`src/rtl/qtg_pkg.sv`:
```
package qtg_pkg;
  // control word field positions
  localparam int unsigned CHAIN_LSB = 0;
  localparam int unsigned SEL_LSB   = 8;
  localparam int unsigned SEL_W     = 2;
  localparam int unsigned ROLL_LSB  = 24;
  // minimum prescale ratio is 2**MIN_LOG2
  localparam int unsigned MIN_LOG2  = 3;

  // word address map
  localparam int unsigned CTRL_ADDR = 0;
  localparam int unsigned STAT_ADDR = 1;
  localparam int unsigned CH_ADDR0  = 2;

  function automatic int unsigned base_addr(input int unsigned ch);
    return CH_ADDR0 + 2 * ch;
  endfunction

  function automatic int unsigned cur_addr(input int unsigned ch);
    return CH_ADDR0 + 2 * ch + 1;
  endfunction
endpackage

```
`src/rtl/qtg_prescaler.sv`:
```
module qtg_prescaler #(
  parameter int unsigned SEL_W    = 2,
  parameter int unsigned MIN_LOG2 = 3
) (
  input  logic             clk,
  input  logic             rst_n,
  input  logic [SEL_W-1:0] sel,
  output logic             tick
);
  localparam int unsigned CNT_W = MIN_LOG2 + (1 << SEL_W) - 1;

  logic [CNT_W-1:0] cnt_q, cnt_d, limit;

  always_comb begin
    limit = CNT_W'((32'd1 << (MIN_LOG2 + 32'(sel))) - 32'd1);
    tick  = (cnt_q >= limit);
    cnt_d = tick ? '0 : cnt_q + 1'b1;
  end

  always_ff @(posedge clk or negedge rst_n) begin
    if (!rst_n) cnt_q <= '0;
    else        cnt_q <= cnt_d;
  end

  // a tick never repeats on the next clock (smallest ratio is 8)
  assert_tick_gap_R2: assert property (@(posedge clk) disable iff (!rst_n)
    tick |=> !tick);
endmodule

```
`src/rtl/qtg_pairing.sv`:
```
module qtg_pairing #(
  parameter int unsigned NCH = 4
) (
  input  logic           tick,
  input  logic [NCH-2:0] chain_req,
  input  logic [NCH-2:0] roll_req,
  input  logic [NCH-1:0] stop,
  input  logic [NCH-1:0] spent,
  input  logic [NCH-1:0] zero,
  output logic [NCH-1:0] lower_of,
  output logic [NCH-1:0] upper_of,
  output logic [NCH-1:0] cnt_en,
  output logic [NCH-1:0] hold
);
  localparam int unsigned NP = NCH - 1;

  logic [NP-1:0]  eff;
  logic [NCH-1:0] run;

  // overlapping requests: lower-numbered pair takes precedence
  always_comb begin
    eff[0] = chain_req[0];
    for (int p = 1; p < NP; p++) eff[p] = chain_req[p] & ~eff[p-1];
  end

  assign run = ~stop & ~spent;

  for (genvar i = 0; i < NCH; i++) begin : g_role
    logic lo_b, up_b, run_hi, zero_hi, zero_lo, roll_lo, roll_up;

    if (i < NCH - 1) begin : g_has_hi
      assign lo_b    = eff[i];
      assign run_hi  = run[i+1];
      assign zero_hi = zero[i+1];
      assign roll_lo = roll_req[i];
    end else begin : g_no_hi
      assign lo_b    = 1'b0;
      assign run_hi  = 1'b0;
      assign zero_hi = 1'b0;
      assign roll_lo = 1'b0;
    end

    if (i > 0) begin : g_has_lo
      assign up_b    = eff[i-1];
      assign zero_lo = zero[i-1];
      assign roll_up = roll_req[i-1];
    end else begin : g_no_lo
      assign up_b    = 1'b0;
      assign zero_lo = 1'b0;
      assign roll_up = 1'b0;
    end

    assign lower_of[i] = lo_b;
    assign upper_of[i] = up_b;
    assign cnt_en[i]   = tick & (lo_b ? run_hi
                                      : (up_b ? (run[i] & zero_lo) : run[i]));
    assign hold[i]     = lo_b ? (~roll_lo & zero_hi) : (up_b & ~roll_up);
  end
endmodule

```
`src/rtl/qtg_channel.sv`:
```
module qtg_channel #(
  parameter int unsigned DW = 32
) (
  input  logic          clk,
  input  logic          rst_n,
  input  logic          base_we,
  input  logic [DW-1:0] wdata,
  input  logic          cur_clr,
  input  logic          cur_ld,
  input  logic          wide,
  input  logic          en,
  input  logic          hold,
  output logic [DW-1:0] base_q,
  output logic [DW-1:0] cur_q,
  output logic          zero,
  output logic          wrap,
  output logic          spent
);
  localparam logic [DW-1:0] STOP_RST = {1'b1, {(DW-1){1'b0}}};
  localparam logic [DW-1:0] NARROW   = {1'b0, {(DW-1){1'b1}}};

  logic [DW-1:0] base_d, cur_d, mask, src;
  logic          spent_d;

  always_comb begin
    mask   = wide ? '1 : NARROW;
    src    = base_we ? wdata : base_q;
    zero   = (cur_q == '0);
    wrap   = en & zero;
    base_d = src;

    if (cur_clr)     cur_d = '0;
    else if (cur_ld) cur_d = src & mask;
    else if (en)     cur_d = zero ? (hold ? '0 : (base_q & mask)) : cur_q - 1'b1;
    else             cur_d = cur_q;

    if (base_we)            spent_d = 1'b0;
    else if (wrap && hold)  spent_d = 1'b1;
    else                    spent_d = spent;
  end

  always_ff @(posedge clk or negedge rst_n) begin
    if (!rst_n) begin
      base_q <= STOP_RST;
      cur_q  <= '0;
      spent  <= 1'b0;
    end else begin
      base_q <= base_d;
      cur_q  <= cur_d;
      spent  <= spent_d;
    end
  end

  // a counting step lowers the count by exactly one
  assert_step_down_R4: assert property (@(posedge clk) disable iff (!rst_n)
    (en && !zero && !cur_clr && !cur_ld) |=> (cur_q == $past(cur_q) - 1'b1));

  // without a count enable or a write the count does not move
  assert_idle_hold_R3: assert property (@(posedge clk) disable iff (!rst_n)
    (!en && !cur_clr && !cur_ld) |=> $stable(cur_q));

  // a clear request leaves the count at zero
  assert_clear_zero_R9: assert property (@(posedge clk) disable iff (!rst_n)
    cur_clr |=> (cur_q == '0));
endmodule

```
`src/rtl/qtg_timer_group.sv`:
```
module qtg_timer_group #(
  parameter int unsigned NCH = 4,
  parameter int unsigned DW  = 32,
  parameter int unsigned AW  = 4
) (
  input  logic          clk,
  input  logic          rst_n,
  input  logic          bus_we,
  input  logic [AW-1:0] bus_addr,
  input  logic [DW-1:0] bus_wdata,
  output logic [DW-1:0] bus_rdata,
  output logic [NCH-1:0] irq_n
);
  import qtg_pkg::*;

  localparam int unsigned NP = NCH - 1;

  // reset: asserted asynchronously, released on the clock
  logic [1:0] rs_q;
  logic       rst_i;

  always_ff @(posedge clk or negedge rst_n) begin
    if (!rst_n) rs_q <= '0;
    else        rs_q <= {rs_q[0], 1'b1};
  end
  assign rst_i = rs_q[1];

  // control and status state
  logic [SEL_W-1:0] sel_q, sel_d;
  logic [NP-1:0]    chain_q, chain_d, roll_q, roll_d;
  logic [NCH-1:0]   pend_q, pend_d;
  logic             ctrl_we, stat_we, tick;

  logic [DW-1:0]  base_q [NCH];
  logic [DW-1:0]  cur_q  [NCH];
  logic [NCH-1:0] base_we, cur_we, stop_v, zero_v, spent_v, wrap_v;
  logic [NCH-1:0] cnt_en, hold, lower_of, upper_of;
  logic [NCH-1:0] stop_wr, start_wr, cur_clr, cur_ld, evt;

  assign ctrl_we = bus_we && (bus_addr == AW'(CTRL_ADDR));
  assign stat_we = bus_we && (bus_addr == AW'(STAT_ADDR));

  always_comb begin
    sel_d   = ctrl_we ? bus_wdata[SEL_LSB +: SEL_W]  : sel_q;
    chain_d = ctrl_we ? bus_wdata[CHAIN_LSB +: NP]   : chain_q;
    roll_d  = ctrl_we ? bus_wdata[ROLL_LSB +: NP]    : roll_q;
    evt     = wrap_v & ~lower_of;
    pend_d  = (pend_q & ~(stat_we ? bus_wdata[NCH-1:0] : '0)) | evt;
  end

  always_ff @(posedge clk or negedge rst_i) begin
    if (!rst_i) begin
      sel_q   <= '0;
      chain_q <= '0;
      roll_q  <= '0;
      pend_q  <= '0;
    end else begin
      sel_q   <= sel_d;
      chain_q <= chain_d;
      roll_q  <= roll_d;
      pend_q  <= pend_d;
    end
  end

  qtg_prescaler #(.SEL_W(SEL_W), .MIN_LOG2(MIN_LOG2)) u_presc (
    .clk   (clk),
    .rst_n (rst_i),
    .sel   (sel_q),
    .tick  (tick)
  );

  qtg_pairing #(.NCH(NCH)) u_pairing (
    .tick      (tick),
    .chain_req (chain_q),
    .roll_req  (roll_q),
    .stop      (stop_v),
    .spent     (spent_v),
    .zero      (zero_v),
    .lower_of  (lower_of),
    .upper_of  (upper_of),
    .cnt_en    (cnt_en),
    .hold      (hold)
  );

  for (genvar i = 0; i < NCH; i++) begin : g_ch
    logic lo_stop, lo_start;

    assign base_we[i]  = bus_we && (bus_addr == AW'(base_addr(i)));
    assign cur_we[i]   = bus_we && (bus_addr == AW'(cur_addr(i)));
    assign stop_wr[i]  = base_we[i] & upper_of[i] &  bus_wdata[DW-1];
    assign start_wr[i] = base_we[i] & upper_of[i] & ~bus_wdata[DW-1];

    if (i < NCH - 1) begin : g_lo_ctl
      assign lo_stop  = lower_of[i] & stop_wr[i+1];
      assign lo_start = lower_of[i] & start_wr[i+1];
    end else begin : g_no_lo_ctl
      assign lo_stop  = 1'b0;
      assign lo_start = 1'b0;
    end

    assign cur_clr[i] = cur_we[i] | stop_wr[i] | lo_stop;
    assign cur_ld[i]  = base_we[i] | lo_start;
    assign stop_v[i]  = base_q[i][DW-1];

    qtg_channel #(.DW(DW)) u_chan (
      .clk     (clk),
      .rst_n   (rst_i),
      .base_we (base_we[i]),
      .wdata   (bus_wdata),
      .cur_clr (cur_clr[i]),
      .cur_ld  (cur_ld[i]),
      .wide    (lower_of[i]),
      .en      (cnt_en[i]),
      .hold    (hold[i]),
      .base_q  (base_q[i]),
      .cur_q   (cur_q[i]),
      .zero    (zero_v[i]),
      .wrap    (wrap_v[i]),
      .spent   (spent_v[i])
    );

    // a clear with no new expiry releases the interrupt line
    assert_irq_release_R5: assert property (@(posedge clk) disable iff (!rst_i)
      (stat_we && bus_wdata[i] && !evt[i]) |=> irq_n[i]);

    // a timer is never both halves of pairs at once
    assert_role_excl_R6: assert property (@(posedge clk) disable iff (!rst_i)
      !(lower_of[i] && upper_of[i]));

    // a halted pair produces no expiry until re-armed
    assert_spent_quiet_R8: assert property (@(posedge clk) disable iff (!rst_i)
      (upper_of[i] && spent_v[i]) |-> !evt[i]);

    if (i > 0) begin : g_pair_chk
      // stopping the higher half empties both counts
      assert_pair_stop_R10: assert property (@(posedge clk) disable iff (!rst_i)
        stop_wr[i] |=> (cur_q[i] == '0 && cur_q[i-1] == '0));
    end
  end

  always_comb begin
    bus_rdata = '0;
    if (bus_addr == AW'(CTRL_ADDR)) begin
      bus_rdata[SEL_LSB +: SEL_W] = sel_q;
      bus_rdata[CHAIN_LSB +: NP]  = chain_q;
      bus_rdata[ROLL_LSB +: NP]   = roll_q;
    end
    if (bus_addr == AW'(STAT_ADDR)) bus_rdata[NCH-1:0] = pend_q;
    for (int i = 0; i < NCH; i++) begin
      if (bus_addr == AW'(base_addr(i))) bus_rdata = base_q[i];
      if (bus_addr == AW'(cur_addr(i)))  bus_rdata = cur_q[i];
    end
  end

  assign irq_n = ~pend_q;
endmodule

```
`config.mk`:
```
export PLATFORM = sky130hd
export DESIGN_NAME = qtg_timer_group
export DESIGN_NICKNAME = d
export VERILOG_FILES = /design/src/rtl/qtg_pkg.sv /design/src/rtl/qtg_prescaler.sv /design/src/rtl/qtg_pairing.sv /design/src/rtl/qtg_channel.sv /design/src/rtl/qtg_timer_group.sv
export SDC_FILE = /design/constraint.sdc
export NUM_CORES = 1
export LEC_CHECK = 0
export BUFFER_PORTS_ARGS = -buffer_cell sky130_fd_sc_hd__clkbuf_2
export CORE_ASPECT_RATIO = 0.8
export CORE_MARGIN = 2
export CORE_UTILIZATION = 56
export DETAILED_ROUTE_END_ITERATION = 10
export GPL_TIMING_DRIVEN = 1
export PLACE_DENSITY_LB_ADDON = 0.1
export SYNTH_ARGS = -nofsm -noshare
export SYNTH_HDL_FRONTEND = slang
export SYNTH_SLANG_ARGS = --single-unit
```
`constraint.sdc`:
```
create_clock -name clk -period 9.7 [get_ports clk]
set_clock_uncertainty 0.1 [all_clocks]
set_input_delay 0.97 -clock clk [delete_from_list [all_inputs] [get_ports clk]]
set_output_delay 0.97 -clock clk [all_outputs]
set_load 0.01 [all_outputs]
```
==> PnR_summary.wiki, run 1 <==
{| class="wikitable"
! Metric !! Value
|-
| Critical Path RT || ~8.6 ns
|-
| Placement Setup Slack || approximately 4.2 ns
|-
| Cell variety after synth || 88
|-
| Part of the Yosys area used for sequential elements || 39.7%
|-
| Maximum number of pins on one net before global-route repair || 143
|-
| Htree depth || 1
|-
| Post-CTS setup repair buffer count || 0
|-
| Number of storage elements in the synthesis netlist || 280
|-
| Final Routed Wirelength || ~76,000 µm
|-
| Most area-hungry cell type in the Yosys netlist || sky130_fd_sc_hd__dfrtp_1
|-
| Status || finished, violations left
|-
| Worst-margin pin slew || around 1.5 ns
|-
| Clk root buf || sky130_fd_sc_hd__clkbuf_16
|-
| # setup viols final || 0
|-
| Via density per instance || 7.19
|-
| First-pass GRT wire length || 112,000 µm
|-
| Area occupied by multi-input gates || roughly 0.010 mm²
|-
| Remaining DRCs || 0
|-
| Number of pins exceeding their max-slew limit in the final report || 1
|-
| DRT antenna net count || 0
|-
| CP max FO || 40
|-
| Buffers and inverters on the worst path || 5
|-
| Total power consumption of the routed design || 5.21 mW
|-
| Antenna violations before repair || 5
|-
| DIE WIDTH || 203 µm
|-
| Fraction of layout cells with a size suffix above 1 || 14.3%
|-
| Inserted Clock Buffers || 31
|-
| Cell Rows || 58
|-
| Most repeated cell in the gate-level netlist after synthesis || sky130_fd_sc_hd__nand2_1
|-
| Crit path max-delay family || compound AO/OA/AOI/OAI gates
|-
| Proportion of synthesized flip-flops having asynchronous set or reset || between 90% and 100%
|-
| Area contributors post-synth || sky130_fd_sc_hd__dfrtp_1, sky130_fd_sc_hd__nand2_1, sky130_fd_sc_hd__mux2_2
|-
| Unrepaired setup endpoints after global routing || false
|-
| Post-synthesis instance area || 0.0177 mm²
|-
| Final net count || 2,122
|-
| Cell with the biggest individual delay on the critical path || sky130_fd_sc_hd__a2111oi_0
|-
| Number of clock sinks seen by CTS || 280
|-
| Worst Setup Slack, final || 4.00 ns
|-
| Top_reg_cell synth || sky130_fd_sc_hd__dfrtp_1
|-
| First-pass DRT Iterations || 8
|-
| Max-slew headroom at the worst pin || -2.06%
|-
| Combined global-route utilization of all metal layers || 45.8%
|-
| Number of endpoints with negative hold slack in the final report || 0
|-
| Sequential cell area || between 0.007 and 0.008 mm²
|-
| Starting density of the core || 56.5%
|-
| Average wire per standard cell || approximately 30 µm
|-
| Violations in the final reports || capacitance limit, slew limit
|-
| Commonest cells in the synthesized netlist || sky130_fd_sc_hd__nand2_1, sky130_fd_sc_hd__dfrtp_1, sky130_fd_sc_hd__nor2_1
|-
| Tmin final || between 5 and 6 ns
|-
| Number of synthesized flops with an enable pin || 0
|-
| Yosys warning total || 0
|-
| Lkg Pwr || 8.06 nW
|-
| Final period utilization || between 50% and 60%
|-
| Post-cts repair resize count || 0
|-
| Half-perimeter wire length after placement || 53,200 µm
|-
| Layout-stage area growth over the synthesis result || 9.72%
|-
| CORE AREA || about 0.031 mm²
|-
| Startpoint type of the worst setup path || input pin
|-
| Final global-route overflow total || 0
|-
| Final core utilization || between 60% and 70%
|-
| Area share of the largest cell type after synthesis || 39.1%
|-
| CTS tree || built
|-
| Mean instance size in the synthesized netlist || 8.53 µm²
|-
| Total power density per cell area || 269 mW/mm²
|-
| Timing-limited maximum frequency || 176 MHz
|-
| Maximum number of buffers from clock root to sink || 3
|-
| First DRT Iteration DRCs || roughly 3,400
|-
| Sum Neg Setup Slack || 0 ns
|-
| Clock-pin slew on the worst setup and hold paths || 0.06 ns
|-
| Post-Synthesis Cells || 2,070
|-
| Worst hold path type || input pin to asynchronous set/reset pin
|-
| Setup crit end kind || output port
|-
| Final worst hold slack || a little under 0.05 ns
|-
| Via Count || 18,066
|-
| Number of hold-repair buffers added at the cts stage || 0
|-
| Max incr delay on CP || 1.22 ns
|-
| Via count of the first global-routing pass || 16,396
|-
| Count of filler cells inserted in the layout || 2,787
|-
| Critical Path, Cell by Cell || clkbuf_2, buf_4, inv_1, and3_1, buf_4, a22o_1, a2111oi_0, a21oi_1, a221o_1, clkbuf_2
|-
| Maximum ir drop on the vdd rail || slightly above 0.2 mV
|-
| Die Height || 163 µm
|-
| Insertion delay of the later-clocked pin in the worst-skew pair || roughly 0.60 ns
|-
| Top-level I/O count || between 70 and 80
|-
| Count of input and output buffers || 74
|-
| Placer Congestion || 1.09
|-
| Die Area || between 0.03 and 0.04 mm²
|-
| Total of max-cap violations || 1
|-
| Crit path DAT || 4.63 ns
|-
| Startpoint-to-endpoint class of the critical path || input pin to output port
|}
-- cells by family (layout without fill, tap and decap cells) --
kind of cell	Yosys count	in the layout	share of synthesized area [%]
AOI/OAI and AO/OA	655	655	25.1
xor gates and xnor gates	71	71	3.52
adders and majority gates	16	16	1.13
buffers and inverters	184	202	4.23
DFF	280	280	39.7
muxes	93	93	6.14
other	1	5	0.0212
and+or+nand+nor	770	770	20.2
-- worst reg2reg max path, cell delays in order (launching register included) --
cell and delay, ns:
sky130_fd_sc_hd__dfrtp_1 0.50, sky130_fd_sc_hd__nor3_1 0.64, sky130_fd_sc_hd__nand4_1 0.45, sky130_fd_sc_hd__or4_1 1.06, sky130_fd_sc_hd__a211oi_4 1.07, sky130_fd_sc_hd__nor2_1 0.29, sky130_fd_sc_hd__o41ai_1 0.40
-- sequential cells by signal, summed over array words and instances, names as in the netlist --
register and flops:
u_presc.cnt_q 6, sel_q 2, rs_q 2, g_ch.u_chan.spent 4, chain_q 3, roll_q 3
g_ch.u_chan.base_q 128, g_ch.u_chan.cur_q 128, pend_q 4
-- layout make-up --
type                            instances  share of cell area (%)
Multi-Input combinational cell       1609                    51.6
Sequential cell                       280                    36.2
Clock buffer                           44                    4.56
Timing Repair Buffer                  116                    3.60
Tap cell                              420                    2.71
Clock inverter                         13                   0.781
Inverter                               29                   0.562
Antenna cell                            1                  0.0129
-- placed cells by master, fill, tap and decap left out, types with 31 or more instances in the layout --
cell type                   Yosys  routed
sky130_fd_sc_hd__nor2_1       158     155
sky130_fd_sc_hd__nor4_1        34      33
sky130_fd_sc_hd__nor3_1        70      68
sky130_fd_sc_hd__mux2_2        73      73
sky130_fd_sc_hd__xor2_1        37      37
sky130_fd_sc_hd__o21ai_0      156     156
sky130_fd_sc_hd__xnor2_1       34      34
sky130_fd_sc_hd__clkbuf_16      0      31
sky130_fd_sc_hd__nand3_1       44      44
sky130_fd_sc_hd__dfrtp_1      276     275
sky130_fd_sc_hd__buf_4          3      41
sky130_fd_sc_hd__o211ai_1      40      40
sky130_fd_sc_hd__nand2_1      334     333
sky130_fd_sc_hd__clkbuf_2       0      74
sky130_fd_sc_hd__a31oi_1       43      41
sky130_fd_sc_hd__a21oi_1      139     139
-- path summary, 6_finish.rpt --
path / startpoint / to / slack (ns) / cells past startpoint
max: bus_addr[0] / bus_rdata[25] / 4.00 / 10
min: rst_n / rs_q[1] / 0.05 / 1
max reg2reg: g_ch[0].u_chan.cur_q[7] / g_ch[1].u_chan.cur_q[23] / 5.09 / 6
min reg2reg: rs_q[0] / rs_q[1] / 0.26 / 0
max in group asynchronous: rs_q[1] / g_ch[1].u_chan.cur_q[28] / 6.86 / 2
min in group clk: rs_q[0] / rs_q[1] / 0.26 / 0
-- report_power, final --
group | switching (mW) | internal, mW
registers | 0.678 | 1.52
clock network | 0.522 | 0.711
logic | 1.06 | 0.714
-- layer usage --
layer  vias up  part of all wire (%)  global-route usage [%]  wire [µm]
li1       7709                     -                       -          -
met1      8796                    41                    66.9      30700
met2      1367                    38                    59.6      29100
met3       188                    16                    17.2      12100
met4         6                   5.0                    19.5       3810
met5         -                 0.033                       0         25
-- metrics by stage --
| step | instance area, µm² | std cells |
|---|---|---|
| final | 19400 | 2512 |
| after global routing | 19400 | 2511 |
| after CTS | 19400 | 2511 |
| after detailed placement | 18300 | 2454 |
| after global placement | 18300 | 2454 |
| after floorplan | 17700 | 2073 |
Power figures use the tool's default switching activity.
==> run 2, diff against run 1 <==
==> constraint.sdc (replaced) <==
create_clock -name clk -period 5.15 [get_ports clk]
set_clock_uncertainty 0.1 [all_clocks]
set_input_delay 0.515 -clock clk [delete_from_list [all_inputs] [get_ports clk]]
set_output_delay 0.515 -clock clk [all_outputs]
set_load 0.01 [all_outputs]
==> run 2 against run 1 <==
Effect of this change:
- the run now ends clean
- cell count grew 0.88%
- setup slack lost 2.9 ns
- critical endpoint is now bus_rdata[9]
- worst hold slack gained 0.089 ns
- largest cell class unchanged
- cell area grew 0.98%
- register-to-register slack lost 3.7 ns
- non-clock buffer count grew 20
- highest routed layer unchanged
- total power grew 88%
==> PnR_summary.wiki, run 2 (synthesis results as in run 1) <==
{| class="wikitable"
! Metric !! Value
|-
| Sw Pwr || 4.17 mW (was 2.26 mW)
|-
| Starting density of the core || 56.5% (unchanged)
|-
| CORE AREA || 0.0313 mm² (unchanged)
|-
| Worst setup path end || bus_rdata[9] (was bus_rdata[25])
|-
| Number of clock sinks seen by CTS || 280 (unchanged)
|-
| Antenna violations before repair || 6 (was 5)
|-
| Sum Neg Setup Slack || 0 ns (unchanged)
|-
| Sequential power share || 41.4% (was 42.3%)
|-
| Via count of the first global-routing pass || 16,343 (was 16,396)
|-
| Final period utilization || 78.2%
|-
| DRT antenna net count || 0 (unchanged)
|-
| Startpoint-to-endpoint class of the critical path || input pin to output port (unchanged)
|-
| Critical Path, Cell by Cell || clkbuf_2, buf_4, or2_2, nor3_1, a22oi_1, a31oi_1, o211ai_1, o211ai_1, clkbuf_2 (was clkbuf_2, buf_4, inv_1, and3_1, buf_4, a22o_1, a2111oi_0, a21oi_1, a221o_1, clkbuf_2)
|-
| Final global-route overflow total || 0 (unchanged)
|-
| Setup crit end kind || output port (unchanged)
|-
| CP max FO || 18 (was 40)
|-
| Remaining DRCs || 0 (unchanged)
|-
| Via density per instance || 7.16 (was 7.19)
|-
| CTS tree || built (unchanged)
|-
| Worst Setup Slack, final || 1.13 ns (was 4.00 ns)
|-
| Tmin final || about 4.0 ns
|-
| Layout-stage area growth over the synthesis result || 10.8% (was 9.72%)
|-
| Max-slew headroom at the worst pin || 15.5% (was -2.06%)
|-
| Half-perimeter wire length after placement || 53,200 µm (about the same)
|-
| Clk root buf || sky130_fd_sc_hd__clkbuf_16 (unchanged)
|-
| Number of pins exceeding their max-slew limit in the final report || 0 (was 1)
|-
| Depth of the most critical reg-to-reg path || 9 (was 6)
|-
| Post-CTS setup repair buffer count || 0 (unchanged)
|-
| Registers with the most flip-flops || g_ch.u_chan.base_q (128), g_ch.u_chan.cur_q (128), u_presc.cnt_q (6) (unchanged)
|-
| Maximum number of pins on one net before global-route repair || 147 (was 143)
|-
| Fraction of power spent switching nets || 42.7% (was 43.4%)
|-
| Power share of the combinational group || 34.8% (was 34.1%)
|-
| Placement Setup Slack || 1.29 ns (was 4.22 ns)
|-
| Most frequent cells in the layout || sky130_fd_sc_hd__nand2_1, sky130_fd_sc_hd__dfrtp_1, sky130_fd_sc_hd__nor2_1, sky130_fd_sc_hd__o21ai_0, sky130_fd_sc_hd__a21oi_1 (was sky130_fd_sc_hd__nand2_1, sky130_fd_sc_hd__dfrtp_1, sky130_fd_sc_hd__o21ai_0, sky130_fd_sc_hd__nor2_1, sky130_fd_sc_hd__a21oi_1)
|-
| Die Area || 0.0330 mm² (unchanged)
|-
| Crit path max-delay family || simple AND/OR/NAND/NOR gates (was compound AO/OA/AOI/OAI gates)
|-
| Cell Rows || 58 (unchanged)
|-
| Setup slack of the worst register-to-register path || 1.36 ns (was 5.09 ns)
|-
| Clock-pin slew on the worst setup and hold paths || 0.06 ns (about the same)
|-
| Critical Path RT || 4.53 ns (was 8.63 ns)
|-
| Max incr delay on CP || 0.89 ns (was 1.22 ns)
|-
| Inserted Clock Buffers || 30 (was 31)
|-
| Number of endpoints with negative hold slack in the final report || 0 (unchanged)
|-
| Crit path DAT || 3.41 ns (was 4.63 ns)
|-
| Number of cells on the critical path || 9 (was 10)
|-
| Count of input and output buffers || 74 (unchanged)
|-
| Top-level I/O count || 75 (unchanged)
|-
| Maximum ir drop on the vdd rail || 0.399 mV (was 0.202 mV)
|-
| Reg-to-Reg End || g_ch[1].u_chan.cur_q[13] (was g_ch[1].u_chan.cur_q[23])
|-
| # setup viols final || 0 (unchanged)
|-
| Die Height || 163 µm (unchanged)
|-
| Final Routed Wirelength || 74,900 µm (was 75,800 µm)
|-
| Cell with the biggest individual delay on the critical path || sky130_fd_sc_hd__nor3_1 (was sky130_fd_sc_hd__a2111oi_0)
|-
| Relative contribution of the clock network to total power || 23.8% (was 23.7%)
|-
| Worst flop-to-flop path startpoint || g_ch[0].u_chan.cur_q[19] (was g_ch[0].u_chan.cur_q[7])
|-
| Internal cell power || 5.61 mW (was 2.95 mW)
|-
| Count of filler cells inserted in the layout || 2,727 (was 2,787)
|-
| Fraction of layout cells with a size suffix above 1 || 15.0% (was 14.3%)
|-
| First-pass DRT Iterations || 6 (was 8)
|-
| Average wire per standard cell || 29.6 µm (was 30.2 µm)
|-
| Final core utilization || 62.6% (was 62.0%)
|-
| Placer Congestion || 1.09 (about the same)
|-
| Combined global-route utilization of all metal layers || 45.1% (was 45.8%)
|-
| Buffers and inverters on the worst path || 3 (was 5)
|-
| Worst-margin pin slew || 1.27 ns (was 1.49 ns)
|-
| First DRT Iteration DRCs || 3,022 (was 3,367)
|-
| Unrepaired setup endpoints after global routing || false (unchanged)
|-
| DIE WIDTH || 203 µm (unchanged)
|-
| Via Count || 18,138 (was 18,066)
|-
| Lkg Pwr || 8.17 nW (was 8.06 nW)
|-
| Total power density per cell area || 500 mW/mm² (was 269 mW/mm²)
|-
| Leading cell type in the layout, fill and taps excluded || sky130_fd_sc_hd__nand2_1 (unchanged)
|-
| Status || completed (was finished, violations left)
|-
| Startpoint type of the worst setup path || input pin (unchanged)
|-
| First-pass GRT wire length || 110,000 µm (was 112,000 µm)
|-
| Final net count || 2,141 (was 2,122)
|-
| Insertion delay of the later-clocked pin in the worst-skew pair || 0.59 ns (was 0.60 ns)
|-
| Worst hold path type || input pin to asynchronous set/reset pin (unchanged)
|-
| Timing-limited maximum frequency || roughly 250 MHz
|-
| Htree depth || 1 (unchanged)
|-
| Final worst hold slack || 0.138 ns (was 0.0489 ns)
|-
| Critical Path Source || bus_addr[1] (was bus_addr[0])
|-
| Total of max-cap violations || 0 (was 1)
|-
| Maximum number of buffers from clock root to sink || 3 (unchanged)
|}
run 2: cell types whose count changed in the layout (fill, tap and decap cells not counted), moves of 2 or more:
cell and change:
sky130_fd_sc_hd__buf_4 +18, sky130_fd_sc_hd__clkbuf_8 +3, sky130_fd_sc_hd__clkinv_2 -3, sky130_fd_sc_hd__clkinvlp_4 -2
sky130_fd_sc_hd__diode_2 +4
run 2: what timing repair did:
action | in CTS | in global routing
hold buffers | 1 | 0
gates resized for setup | 0 | 0
hold endpoints to repair | 2 | 0
run 2: how the worst min path moves through the flow:
stage,to,slack [ns],cells past startpoint
finish,rs_q[1],0.14,2
global route,rs_q[1],0.17,2
CTS,rs_q[1],0.14,2
detailed placement,rs_q[0],0.20,1
global placement,rs_q[0],0.20,1
floorplan,rs_q[0],0.12,0
run 2: area by class of cell:
cell class	instances	area [µm²]	area share (%)
clock inverters	8	121	0.620
multi-input cells	1609	10000	51.1
flip-flops and latches	280	7020	35.8
well taps	420	526	2.69
clock buffers	47	926	4.73
repair buffers	136	863	4.41
inverters	29	109	0.556
diodes	5	12.5	0.0639
run 2: per-stage QoR:
stage | instance area [µm²] | total power, mW | cells
CTS | 19600 | 9.59 | 2529
global placement | 18500 | 7.19 | 2473
floorplan | 17700 | 5.96 | 2073
finish | 19600 | 9.78 | 2534
detailed placement | 18500 | 7.27 | 2473
global route | 19600 | 10.2 | 2529
run 2: per-layer routing:
| metal | up-vias | share of wire (%) | global-route usage, % |
|---|---|---|---|
| met4 | 6 | 5.8 | 21.8 |
| met2 | 1357 | 38 | 58.5 |
| met5 | - | 0.043 | 0 |
| met1 | 8835 | 40 | 64.6 |
| li1 | 7733 | - | - |
| met3 | 207 | 16 | 18.0 |
run 2: power by group through the flow:
stage	Clock [mW]	Combinational, mW	Sequential [mW]
floorplan	0	2.48	3.48
global placement	0	3.21	3.98
detailed placement	0	3.29	3.98
CTS	2.33	3.31	3.95
global route	2.41	3.71	4.09
finish	2.33	3.41	4.05
